`src/rtl/rot13_pkg.sv`:
```
package rot13_pkg;

  localparam int BYTE_W = 8;

  // Where the stream currently is relative to a UDP datagram
  typedef enum logic [1:0] {
    SEG_IDLE = 2'd0,
    SEG_HDR  = 2'd1,
    SEG_PAY  = 2'd2
  } seg_e;

  function automatic logic is_upper(input logic [BYTE_W-1:0] b);
    return (b >= 8'h41) && (b <= 8'h5A);
  endfunction

  function automatic logic is_lower(input logic [BYTE_W-1:0] b);
    return (b >= 8'h61) && (b <= 8'h7A);
  endfunction

  function automatic logic is_letter(input logic [BYTE_W-1:0] b);
    return is_upper(b) || is_lower(b);
  endfunction

  // First half of each alphabet moves up by 13, second half moves down by 13
  function automatic logic [BYTE_W-1:0] rot13_byte(input logic [BYTE_W-1:0] b);
    logic first_half;
    first_half = (b >= 8'h41 && b <= 8'h4D) || (b >= 8'h61 && b <= 8'h6D);
    if (!is_letter(b))
      return b;
    else if (first_half)
      return b + 8'd13;
    else
      return b - 8'd13;
  endfunction

endpackage

```
`src/rtl/udp_payload_tracker.sv`:
```
module udp_payload_tracker
  import rot13_pkg::*;
#(
  parameter int HDR_WORDS = 2
) (
  input  logic clk,
  input  logic rst_n,
  input  logic valid,
  input  logic sop,
  input  logic sod,
  input  logic eof,
  output logic in_pay
);

  localparam int CW = $clog2(HDR_WORDS + 1);

  seg_e          seg_q, seg_d;
  logic [CW-1:0] cnt_q, cnt_d;
  logic          hdr_last;

  assign hdr_last = (cnt_q == CW'(HDR_WORDS - 1));

  always_comb begin
    seg_d  = seg_q;
    cnt_d  = cnt_q;
    in_pay = 1'b0;
    if (valid) begin
      if (sod) begin
        seg_d = (HDR_WORDS == 1) ? SEG_PAY : SEG_HDR;
        cnt_d = CW'(1);
        if (eof) seg_d = SEG_IDLE;
      end else if (sop) begin
        seg_d = SEG_IDLE;
      end else begin
        case (seg_q)
          SEG_HDR: begin
            if (hdr_last) seg_d = SEG_PAY;
            else          cnt_d = cnt_q + 1'b1;
            if (eof) seg_d = SEG_IDLE;
          end
          SEG_PAY: begin
            in_pay = 1'b1;
            if (eof) seg_d = SEG_IDLE;
          end
          default: ;
        endcase
      end
    end
  end

  always_ff @(posedge clk or negedge rst_n) begin
    if (!rst_n) begin
      seg_q <= SEG_IDLE;
      cnt_q <= '0;
    end else begin
      seg_q <= seg_d;
      cnt_q <= cnt_d;
    end
  end

  // the datagram-start word is header, never payload
  p_sod_is_hdr_r5: assert property (@(posedge clk) disable iff (!rst_n)
    (valid && sod) |-> !in_pay);

  // idle cycles inside the payload keep the region open
  p_gap_holds_pay_r6: assert property (@(posedge clk) disable iff (!rst_n)
    (seg_q == SEG_PAY && !valid) |=> (seg_q == SEG_PAY));

  // the end-of-frame word closes the region
  p_eof_closes_r6: assert property (@(posedge clk) disable iff (!rst_n)
    (valid && eof) |=> (seg_q == SEG_IDLE));

  // a bare packet-start leaves the stream outside any datagram
  p_sop_ends_r8: assert property (@(posedge clk) disable iff (!rst_n)
    (valid && sop && !sod) |=> (seg_q == SEG_IDLE));

endmodule

```
`src/rtl/rot13_lane_xform.sv`:
```
module rot13_lane_xform
  import rot13_pkg::*;
#(
  parameter int DATA_W = 32
) (
  input  logic [DATA_W-1:0] din,
  input  logic              en,
  output logic [DATA_W-1:0] dout
);

  localparam int LANES = DATA_W / BYTE_W;

  for (genvar g = 0; g < LANES; g++) begin : g_lane
    logic [BYTE_W-1:0] lane_in, lane_rot;
    assign lane_in  = din[g*BYTE_W +: BYTE_W];
    assign lane_rot = rot13_byte(lane_in);
    assign dout[g*BYTE_W +: BYTE_W] = en ? lane_rot : lane_in;
  end

endmodule

```
`src/rtl/rot13_udp_stream.sv`:
```
module rot13_udp_stream
  import rot13_pkg::*;
#(
  parameter int DATA_W    = 32,
  parameter int HDR_WORDS = 2
) (
  input  logic              clk,
  input  logic              rst_n,
  input  logic [DATA_W-1:0] i_data,
  input  logic              i_valid,
  input  logic              i_sof,
  input  logic              i_eof,
  input  logic              i_sop,
  input  logic              i_sod,
  output logic [DATA_W-1:0] o_data,
  output logic              o_valid,
  output logic              o_sof,
  output logic              o_eof,
  output logic              o_sop,
  output logic              o_sod
);

  localparam int LANES = DATA_W / BYTE_W;

  logic              pay_now;   // current input word lies in the payload
  logic              pay_q;     // the word now on o_data was payload
  logic [DATA_W-1:0] xw;        // word after substitution

  udp_payload_tracker #(.HDR_WORDS(HDR_WORDS)) u_track (
    .clk    (clk),
    .rst_n  (rst_n),
    .valid  (i_valid),
    .sop    (i_sop),
    .sod    (i_sod),
    .eof    (i_eof),
    .in_pay (pay_now)
  );

  rot13_lane_xform #(.DATA_W(DATA_W)) u_xform (
    .din  (i_data),
    .en   (pay_now),
    .dout (xw)
  );

  always_ff @(posedge clk or negedge rst_n) begin
    if (!rst_n) begin
      o_data  <= '0;
      o_valid <= 1'b0;
      o_sof   <= 1'b0;
      o_eof   <= 1'b0;
      o_sop   <= 1'b0;
      o_sod   <= 1'b0;
      pay_q   <= 1'b0;
    end else begin
      o_data  <= xw;
      o_valid <= i_valid;
      o_sof   <= i_sof;
      o_eof   <= i_eof;
      o_sop   <= i_sop;
      o_sod   <= i_sod;
      pay_q   <= pay_now;
    end
  end

  // strobes leave exactly one clock after they arrive
  p_strobe_delay_r1: assert property (@(posedge clk) disable iff (!rst_n)
    $past(rst_n) |-> (o_valid == $past(i_valid) && o_sof == $past(i_sof) &&
                      o_eof == $past(i_eof) && o_sop == $past(i_sop) &&
                      o_sod == $past(i_sod)));

  // any word outside the payload comes out bit-identical
  p_outside_intact_r7: assert property (@(posedge clk) disable iff (!rst_n)
    ($past(rst_n) && !pay_q) |-> (o_data == $past(i_data)));

  // per lane, a letter stays a letter and a non-letter stays as it was
  for (genvar g = 0; g < LANES; g++) begin : g_chk
    p_class_keep_r4: assert property (@(posedge clk) disable iff (!rst_n)
      $past(rst_n) |-> (is_letter(o_data[g*BYTE_W +: BYTE_W]) ==
                        is_letter($past(i_data[g*BYTE_W +: BYTE_W]))));
    p_nonletter_same_r4: assert property (@(posedge clk) disable iff (!rst_n)
      ($past(rst_n) && !is_letter($past(i_data[g*BYTE_W +: BYTE_W]))) |->
        (o_data[g*BYTE_W +: BYTE_W] == $past(i_data[g*BYTE_W +: BYTE_W])));
  end

endmodule

```
`config.mk`:
```
export PLATFORM = sky130hd
export DESIGN_NAME = rot13_udp_stream
export DESIGN_NICKNAME = d
export VERILOG_FILES = /design/src/rtl/rot13_pkg.sv /design/src/rtl/udp_payload_tracker.sv /design/src/rtl/rot13_lane_xform.sv /design/src/rtl/rot13_udp_stream.sv
export SDC_FILE = /design/constraint.sdc
export NUM_CORES = 1
export LEC_CHECK = 0
export BUFFER_PORTS_ARGS = -buffer_cell sky130_fd_sc_hd__clkbuf_2
export CAP_MARGIN = 20
export CORE_MARGIN = 1.5
export CORE_UTILIZATION = 50
export CTS_BUF_LIST = sky130_fd_sc_hd__clkbuf_16
export DETAILED_ROUTE_END_ITERATION = 7
export PLACE_DENSITY = 0.76
export REMOVE_ABC_BUFFERS = 1
export SLEW_MARGIN = 20
export SYNTH_ARGS = -nofsm -noshare
export SYNTH_HDL_FRONTEND = slang
export SYNTH_HIERARCHICAL = 1
export SYNTH_SLANG_ARGS = --single-unit
```
`constraint.sdc`:
```
create_clock -name clk -period 6.5 [get_ports clk]
set_input_delay 0.65 -clock clk [delete_from_list [all_inputs] [get_ports clk]]
set_output_delay 0.65 -clock clk [all_outputs]
set_load 0.02 [all_outputs]
```
After elaboration in Yosys (flattened, before gate mapping)
Cells that the tools add are included.
{"block": "word_totals", "regBits": 41, "inputBits": 39, "word_cells": 103}
{"block": "op_classes", "addsub": 9, "magnitude_cmp": 24, "eq_ne": 7, "muxes": 27, "n_reduce_logical": 28}
{"operator": "<= comparator 8 x 7 -> 1 bit (second input constant)", "count": 16}
{"operator": "2-to-1 mux 8 bit", "count": 12}
{"operator": "greater-or-equal comparator 8 x 7 -> 1 bit (second input constant)", "count": 8}
{"operator": "adder 8 x 4 -> 8 bit (second input constant)", "count": 4}
{"operator": "subtractor 8 x 4 -> 8 bit (second input constant)", "count": 4}
{"operator": "2-to-1 mux 2 bit", "count": 9}
{"operator": "logical AND 1 bit", "count": 16}
{"operator": "logical OR 1 bit", "count": 8}
{"operator": "AND reduction 4 bit", "count": 2}
{"operator": "2-to-1 mux 1 bit", "count": 5}
{"operator": "!= test 5 x 4 -> 1 bit (second input constant)", "count": 1}
{"operator": "== test 2 x 1 -> 1 bit (second input constant)", "count": 2}
{"operator": "!= test 4 bit (second input constant)", "count": 1}
{"operator": "case mux 2 bit (2 select lines)", "count": 1}
{"operator": "nonzero test 4 bit", "count": 1}
{"operator": "adder 2 x 1 -> 2 bit (second input constant)", "count": 1}
{"operator": "== test 2 bit (second input constant)", "count": 1}
{"operator": "!= test 2 x 1 -> 1 bit (second input constant)", "count": 1}
{"operator": "!= test 2 bit (second input constant)", "count": 1}
{"operator": "nonzero test 2 bit", "count": 1}

Depth between registers and ports, before layout
Gate-level depths: netlist of the first run.
{"block": "logic_depth", "depth_word": 6, "depth_mapped": 9, "ltp_nobuf": 9}

Modules after synthesis
Netlist of the first run, hierarchy kept.
{"module": "rot13_lane_xform", "n_inst": 1, "cells_each": 213, "area_each_um2": 1731.7}
{"module": "rot13_udp_stream", "n_inst": 1, "cells_each": 37, "area_each_um2": 925.9}
{"module": "udp_payload_tracker", "n_inst": 1, "cells_each": 29, "area_each_um2": 290.3}

Worst setup path after synthesis of the first run
No wires, ideal clock.
{"block": "synth_path", "path_type": "input to register", "start": "input i_data[17]", "end": "register o_data[22]", "t_arrival_ns": 2.617, "required_ns": 6.418, "path_slack_ns": 3.801, "cell_stages": 8, "n_path_buf": 0, "cell_sequence": "or4_4 -> nand4_1 -> inv_2 -> ha_1 -> nor2b_1 -> o31a_1 -> o41a_1 -> a31oi_1"}
{"block": "synth_via", "elab_chain_cells": 6, "word_cells_on_any_way": 17, "classes_between": "add/sub: 2; order compare: 6; mux: 3; reduce/logical: 6"}
{"item": "start, declared", "line": "rot13_udp_stream.sv:9", "text": "input logic [DATA_W-1:0] i_data,"}
{"item": "greater-or-equal comparator 8 x 7 -> 1 bit (tied with other cells)", "line": "rot13_pkg.sv:13, rot13_pkg.sv:27"}
{"item": "logical AND 1 bit", "line": "rot13_pkg.sv:27", "text": "first_half = (b >= 8'h41 && b <= 8'h4D) || (b >= 8'h61 && b <= 8'h6D);"}
{"item": "logical OR 1 bit", "line": "rot13_pkg.sv:27"}
{"item": "2-to-1 mux 8 bit", "line": "rot13_pkg.sv:30", "text": "else if (first_half)"}
{"item": "2-to-1 mux 8 bit *", "line": "rot13_pkg.sv:28", "text": "if (!is_letter(b))"}
{"item": "2-to-1 mux 8 bit *", "line": "rot13_lane_xform.sv:17", "text": "assign dout[g*BYTE_W +: BYTE_W] = en ? lane_rot : lane_in;"}
{"item": "net xw[22]", "line": "rot13_udp_stream.sv:27", "text": "logic [DATA_W-1:0] xw;"}
{"item": "end signal, assigned", "line": "rot13_udp_stream.sv:55", "text": "o_data <= xw;"}
{"item": "end, declared", "line": "rot13_udp_stream.sv:15", "text": "output logic [DATA_W-1:0] o_data,"}
The timed path passes the listed nets; every way through them passes the cells marked *.
A chain may end at the register's enable or synchronous reset.

Worst setup path after layout of the first run
Ends and elaborated chain as after synthesis.

==> results.json, run 1 <==
{
  "avgSynthCellArea_um2": 10.6,
  "cts_root_buffer": "clkbuf_16",
  "post-cts-setup-buffer-count": 0,
  "fin_cells": 434,
  "synthArstFlopShare_pct": 100,
  "worst_slew_pin_slew_ns": 1.07,
  "synth-edff-count": 0,
  "yosys_most_used_dff": "dfrtp_1",
  "ioPinCount": 76,
  "final_cell_mix": "clkbuf_2 (75), dfrtp_1 (41), ha_1 (27)",
  "clockPowerShare_pct": 29.8,
  "routed_wl_mm": 6.14,
  "vias_per_cell": 5.53,
  "drt-pass1-iter-count": 5,
  "status": "finished, final reports clean",
  "syn-cell-area_um2": 2950,
  "cts_buffer_depth": 2,
  "ys_seq_area_share_pct": 34.8,
  "hp-class": "input port to async pin",
  "num_vias": 2399,
  "p_per_area_nw_per_um2": 212,
  "antenna_found_initial": 0,
  "layout_commonest_cell": "clkbuf_2",
  "path_class": "input port to flop",
  "layout.nets": 431,
  "start_util_pct": 52.6,
  "end_kind": "flop",
  "numPortBuffers": 75,
  "rows": 27,
  "wl_per_cell_um": 14.1,
  "relSlewSlack_pct": 27.9,
  "p_sw_uw": 229,
  "p_int_uw": 527,
  "setup_violations": 0,
  "hold_viol_final": 0,
  "ant_nets": 0,
  "slew_viol_final": 0,
  "die_h_um": 79.8,
  "grt_overflow": 0,
  "start_kind": "input port",
  "cts_tree": "yes",
  "fmax_mhz": 347,
  "finalCritPeriodShare_pct": 44.3,
  "syn_to_final_growth_pct": 21.0,
  "path_max_fanout": 5,
  "skew_ns": 0.00119,
  "power_frac_comb_pct": 32.1,
  "grt_usage_pct": 20.2,
  "cts_resized": 0,
  "synthCells": 279,
  "required_ns": 6.63,
  "cts.sinks": 41,
  "yosysWarnings": 6,
  "core_area_um2": 5610,
  "synth-seq-cells": 41,
  "synth_cell_types": 34,
  "htreeDepth": 2,
  "power_frac_seq_pct": 38.2,
  "gp_congestion": 0.944,
  "grt_max_degree": 42,
  "fin_crit_ns": 2.88,
  "peakVddDrop_uv": 168,
  "clk_pin_slew_worst_paths_ns": 0.05,
  "setup_tns_ns": 0,
  "rsz0062_at_grt": "false",
  "drv_cap": 0,
  "grt_pass1_vias": 2295,
  "hold_buffers": 0,
  "arrival_ns": 3.01,
  "drt_iter0_markers": 59,
  "cts_buffers": 5,
  "drc_errors": 0,
  "detailed_place_hpwl_mm": 4.85,
  "drive_gt1_share_pct": 32.6,
  "swShare_pct": 30.3,
  "antenna_cells": 0,
  "fp.dieArea_um2": 6370,
  "power.leakage_nw": 1.68,
  "grt_pass1_wl_mm": 10.2,
  "dp_cells": 425,
  "fp.dieW_um": 79.8,
  "clk_latency_ns": 0.28
}
per-layer routing:
layer	GRT usage [%]	vias up	share of wire [%]	wire length (um)
met5	0	-	0	0
met4	6.90	0	1.5	95
met3	2.86	7	4.5	275
met2	35.3	76	49	3010
met1	25.5	1116	45	2760
li1	-	1200	-	-
final timing paths:
| check | cells past startpoint | from | slack [ns] | endpoint |
|---|---|---|---|---|
| setup / recovery | 10 | i_data[17] | 3.62 | o_data[22]$_DFF_PN0_ |
| hold / removal | 1 | rst_n | 0.24 | o_data[6]$_DFF_PN0_ |
| setup reg to reg | 7 | u_track/seg_q[0]$_DFFE_PN0P_ | 3.81 | o_data[26]$_DFF_PN0_ |
| hold reg to reg | 2 | u_track/seg_q[1]$_DFFE_PN0P_ | 0.55 | u_track/seg_q[1]$_DFFE_PN0P_ |
| max in group asynchronous | 2 | rst_n | 5.82 | o_data[29]$_DFF_PN0_ |
| min in group clk | 1 | i_sof | 0.48 | o_sof$_DFF_PN0_ |
cell usage after synthesis, types with 5 or more instances:
| cell | count | area [um2] |
|---|---|---|
| nand3_1 | 8 | 40.0 |
| o31a_1 | 6 | 52.6 |
| mux2i_1 | 8 | 80.1 |
| ha_1 | 27 | 338 |
| o211ai_1 | 5 | 37.5 |
| inv_1 | 21 | 78.8 |
| o22ai_1 | 5 | 31.3 |
| nor3_1 | 6 | 30.0 |
| nor2_1 | 15 | 56.3 |
| dfrtp_1 | 41 | 1030 |
| nor2b_1 | 6 | 37.5 |
| mux2_4 | 17 | 255 |
| xnor2_1 | 20 | 175 |
| o21ai_0 | 12 | 60.1 |
| a21oi_1 | 17 | 85.1 |
| a21o_1 | 8 | 60.1 |
| o21bai_1 | 8 | 60.1 |
cell type report:
cell class | count | area, um2
fillers | 458 | 2040
well taps | 72 | 90.1
multi-input cells | 212 | 1820
flip-flops and latches | 41 | 1030
inverters | 25 | 93.8
clock buffers | 5 | 125
clock inverters | 3 | 13.8
repair buffers | 76 | 395
state kept, by name (all words and copies together) (netlist names):
name	count
u_track/cnt_q	2
o_sop	1
o_valid	1
o_sof	1
u_track/seg_q	2
o_sod	1
o_eof	1
o_data	32
cell families after synthesis:
kind of cell	synth area share (%)
muxes	11.4
AOI/OAI and AO/OA	20.5
and+or+nand+nor	9.85
adders and majority gates	14.2
DFF	34.8
xor gates and xnor gates	5.94
buffers and inverters	3.35
stage by stage:
stage | hold WS [ns] | total power [mW] | instance area (um2) | worst slack [ns] | util (%)
6_report | 0.243 | 0.756 | 3570 | 3.62 | 63.6
5_1_grt | 0.260 | 0.804 | 3570 | 3.50 | 63.6
4_1_cts | 0.476 | 0.760 | 3550 | 3.68 | 63.3
3_5_place_dp | 0.552 | 0.532 | 3410 | 3.39 | 60.8
3_3_place_gp | 0.546 | 0.524 | 3410 | 3.49 | 60.8
2_1_floorplan | 0.354 | 0.461 | 2940 | 3.80 | -
power groups by stage:
stage               clock network, mW  logic, mW  registers [mW]
CTS                             0.230      0.241           0.289
finish                          0.225      0.242           0.289
global route                    0.244      0.269           0.291
floorplan                           0      0.153           0.308
detailed placement                  0      0.239           0.294
global placement                    0      0.232           0.292
critical path, stage by stage:
cell and delay [ns]:
clkbuf_2 0.13, or4_4 0.56, nand4_1 0.26, inv_2 0.11, ha_1 0.34, nor2b_1 0.17, o31a_1 0.28, o211ai_1 0.21
o41a_1 0.21, a31oi_1 0.10
Note: power is estimated with default switching activity, not from simulation.
==> run 2, diff against run 1 <==
==> constraint.sdc (replaced) <==
create_clock -name clk -period 2.8 [get_ports clk]
set_input_delay 0.28 -clock clk [delete_from_list [all_inputs] [get_ports clk]]
set_output_delay 0.28 -clock clk [all_outputs]
set_load 0.02 [all_outputs]
==> results.json, run 2 (synthesis results as in run 1) <==
{
  "p_per_area_nw_per_um2": 515,
  "regMostFlops": "o_data",
  "finalPower_mw": 1.85,
  "cts_resized": 0,
  "drt-pass1-iter-count": 4,
  "fin_ws_ns": 0.415,
  "post-cts-setup-buffer-count": 0,
  "grt_usage_pct": 20.0,
  "start_kind": "input port",
  "antenna_cells": 0,
  "die_h_um": 79.8,
  "setup_tns_ns": 0,
  "hp-class": "input port to async pin",
  "gp_congestion": 0.873,
  "clk_pin_slew_worst_paths_ns": 0.06,
  "rsz0062_at_grt": "false",
  "drt_iter0_markers": 102,
  "ioPinCount": 76,
  "fp.dieW_um": 79.8,
  "fin_area_um2": 3580,
  "status": "finished, final reports clean",
  "fmax_mhz": 419,
  "arrival_ns": 2.54,
  "drive_gt1_share_pct": 32.9,
  "drc_errors": 0,
  "setup_violations": 0,
  "grt_pass1_vias": 2279,
  "antenna_found_initial": 0,
  "required_ns": 2.96,
  "grt_pass1_wl_mm": 10.1,
  "syn_to_final_growth_pct": 21.6,
  "dp_cells": 427,
  "path_class": "input port to flop",
  "hold_buffers": 0,
  "fp.dieArea_um2": 6370,
  "layout.nets": 432,
  "numPortBuffers": 75,
  "finalCritPeriodShare_pct": 85.2,
  "routed_wl_mm": 6.04,
  "fillers": 470,
  "worst_slew_pin_slew_ns": 0.880,
  "rows": 27,
  "placed_area_um2": 3420,
  "cts_root_buffer": "clkbuf_16",
  "cts_tree": "yes",
  "htreeDepth": 2,
  "wl_per_cell_um": 13.9,
  "fin_cells": 434,
  "num_vias": 2388,
  "fin_crit_ns": 2.38,
  "power.leakage_nw": 1.68,
  "start_util_pct": 52.6,
  "dp_slack_ns": 0.173,
  "ant_nets": 0,
  "detailed_place_hpwl_mm": 4.81,
  "drv_cap": 0,
  "cts.sinks": 41,
  "hold_viol_final": 0,
  "skew_ns": 0.00402,
  "grt_overflow": 0,
  "clk_latency_ns": 0.28,
  "final_cell_mix": "clkbuf_2 (74), dfrtp_1 (41), ha_1 (27)",
  "reg_top3": "o_data x32, u_track/cnt_q x2, u_track/seg_q x2",
  "path_max_fanout": 5,
  "end_kind": "flop",
  "largest_register_ffs": 32,
  "core_area_um2": 5610,
  "peakVddDrop_uv": 334,
  "relSlewSlack_pct": 41.3,
  "vias_per_cell": 5.50,
  "grt_max_degree": 42,
  "layout_commonest_cell": "clkbuf_2",
  "slew_viol_final": 0,
  "cts_buffer_depth": 2,
  "cts_buffers": 5
}
[run 2: metal layers]
metal	track usage [%]	share of wire, %
met4	5.69	1.2
met5	0	0
met3	4.11	4.3
met1	26.3	47
met2	33.1	47
[run 2: per-stage QoR]
stage | hold WS [ns] | utilization [%]
4_1_cts | 0.115 | 63.9
3_3_place_gp | 0.393 | 61.0
5_1_grt | 0.105 | 63.9
6_report | 0.119 | 63.9
2_1_floorplan | -0.0156 | -
3_5_place_dp | 0.399 | 61.0
[run 2: critical path, stage by stage]
cell	delay [ns]
clkbuf_2	0.12
or4_4	0.56
nand4_1	0.25
inv_2	0.11
ha_1	0.33
o21ai_0	0.24
o21bai_1	0.12
a21oi_1	0.19
xnor2_1	0.09
mux2_4	0.26
[run 2: cell type report]
type	count	area (um2)	share of cell area [%]
multi-input combinational	212	1820	50.9
sequential	41	1030	28.6
timing repair buffer	77	390	10.9
clock buffer	5	125	3.49
inverter	25	93.8	2.62
tap	72	90.1	2.51
clock inverter	2	35.0	0.978
[run 2: path summary, 6_finish.rpt]
check                                             start                      endpoint  slack [ns]  cells past startpoint
max                                           i_data[9]          o_data[13]$_DFF_PN0_        0.42                     10
min                                               rst_n           o_data[6]$_DFF_PN0_        0.12                      1
max reg2reg                u_track/seg_q[0]$_DFFE_PN0P_          o_data[19]$_DFF_PN0_        0.59                      8
min reg2reg                u_track/cnt_q[0]$_DFFE_PN0P_  u_track/cnt_q[0]$_DFFE_PN0P_        0.57                      1
max in group asynchronous                         rst_n               o_eof$_DFF_PN0_        2.13                      1
min in group clk                                  i_sof               o_sof$_DFF_PN0_        0.12                      1
[run 2: report_power, final]
group / switching, mW / total [mW] / internal (mW)
clock network: 0.206 / 0.619 / 0.413
logic: 0.305 / 0.558 / 0.253
registers: 0.0239 / 0.670 / 0.646
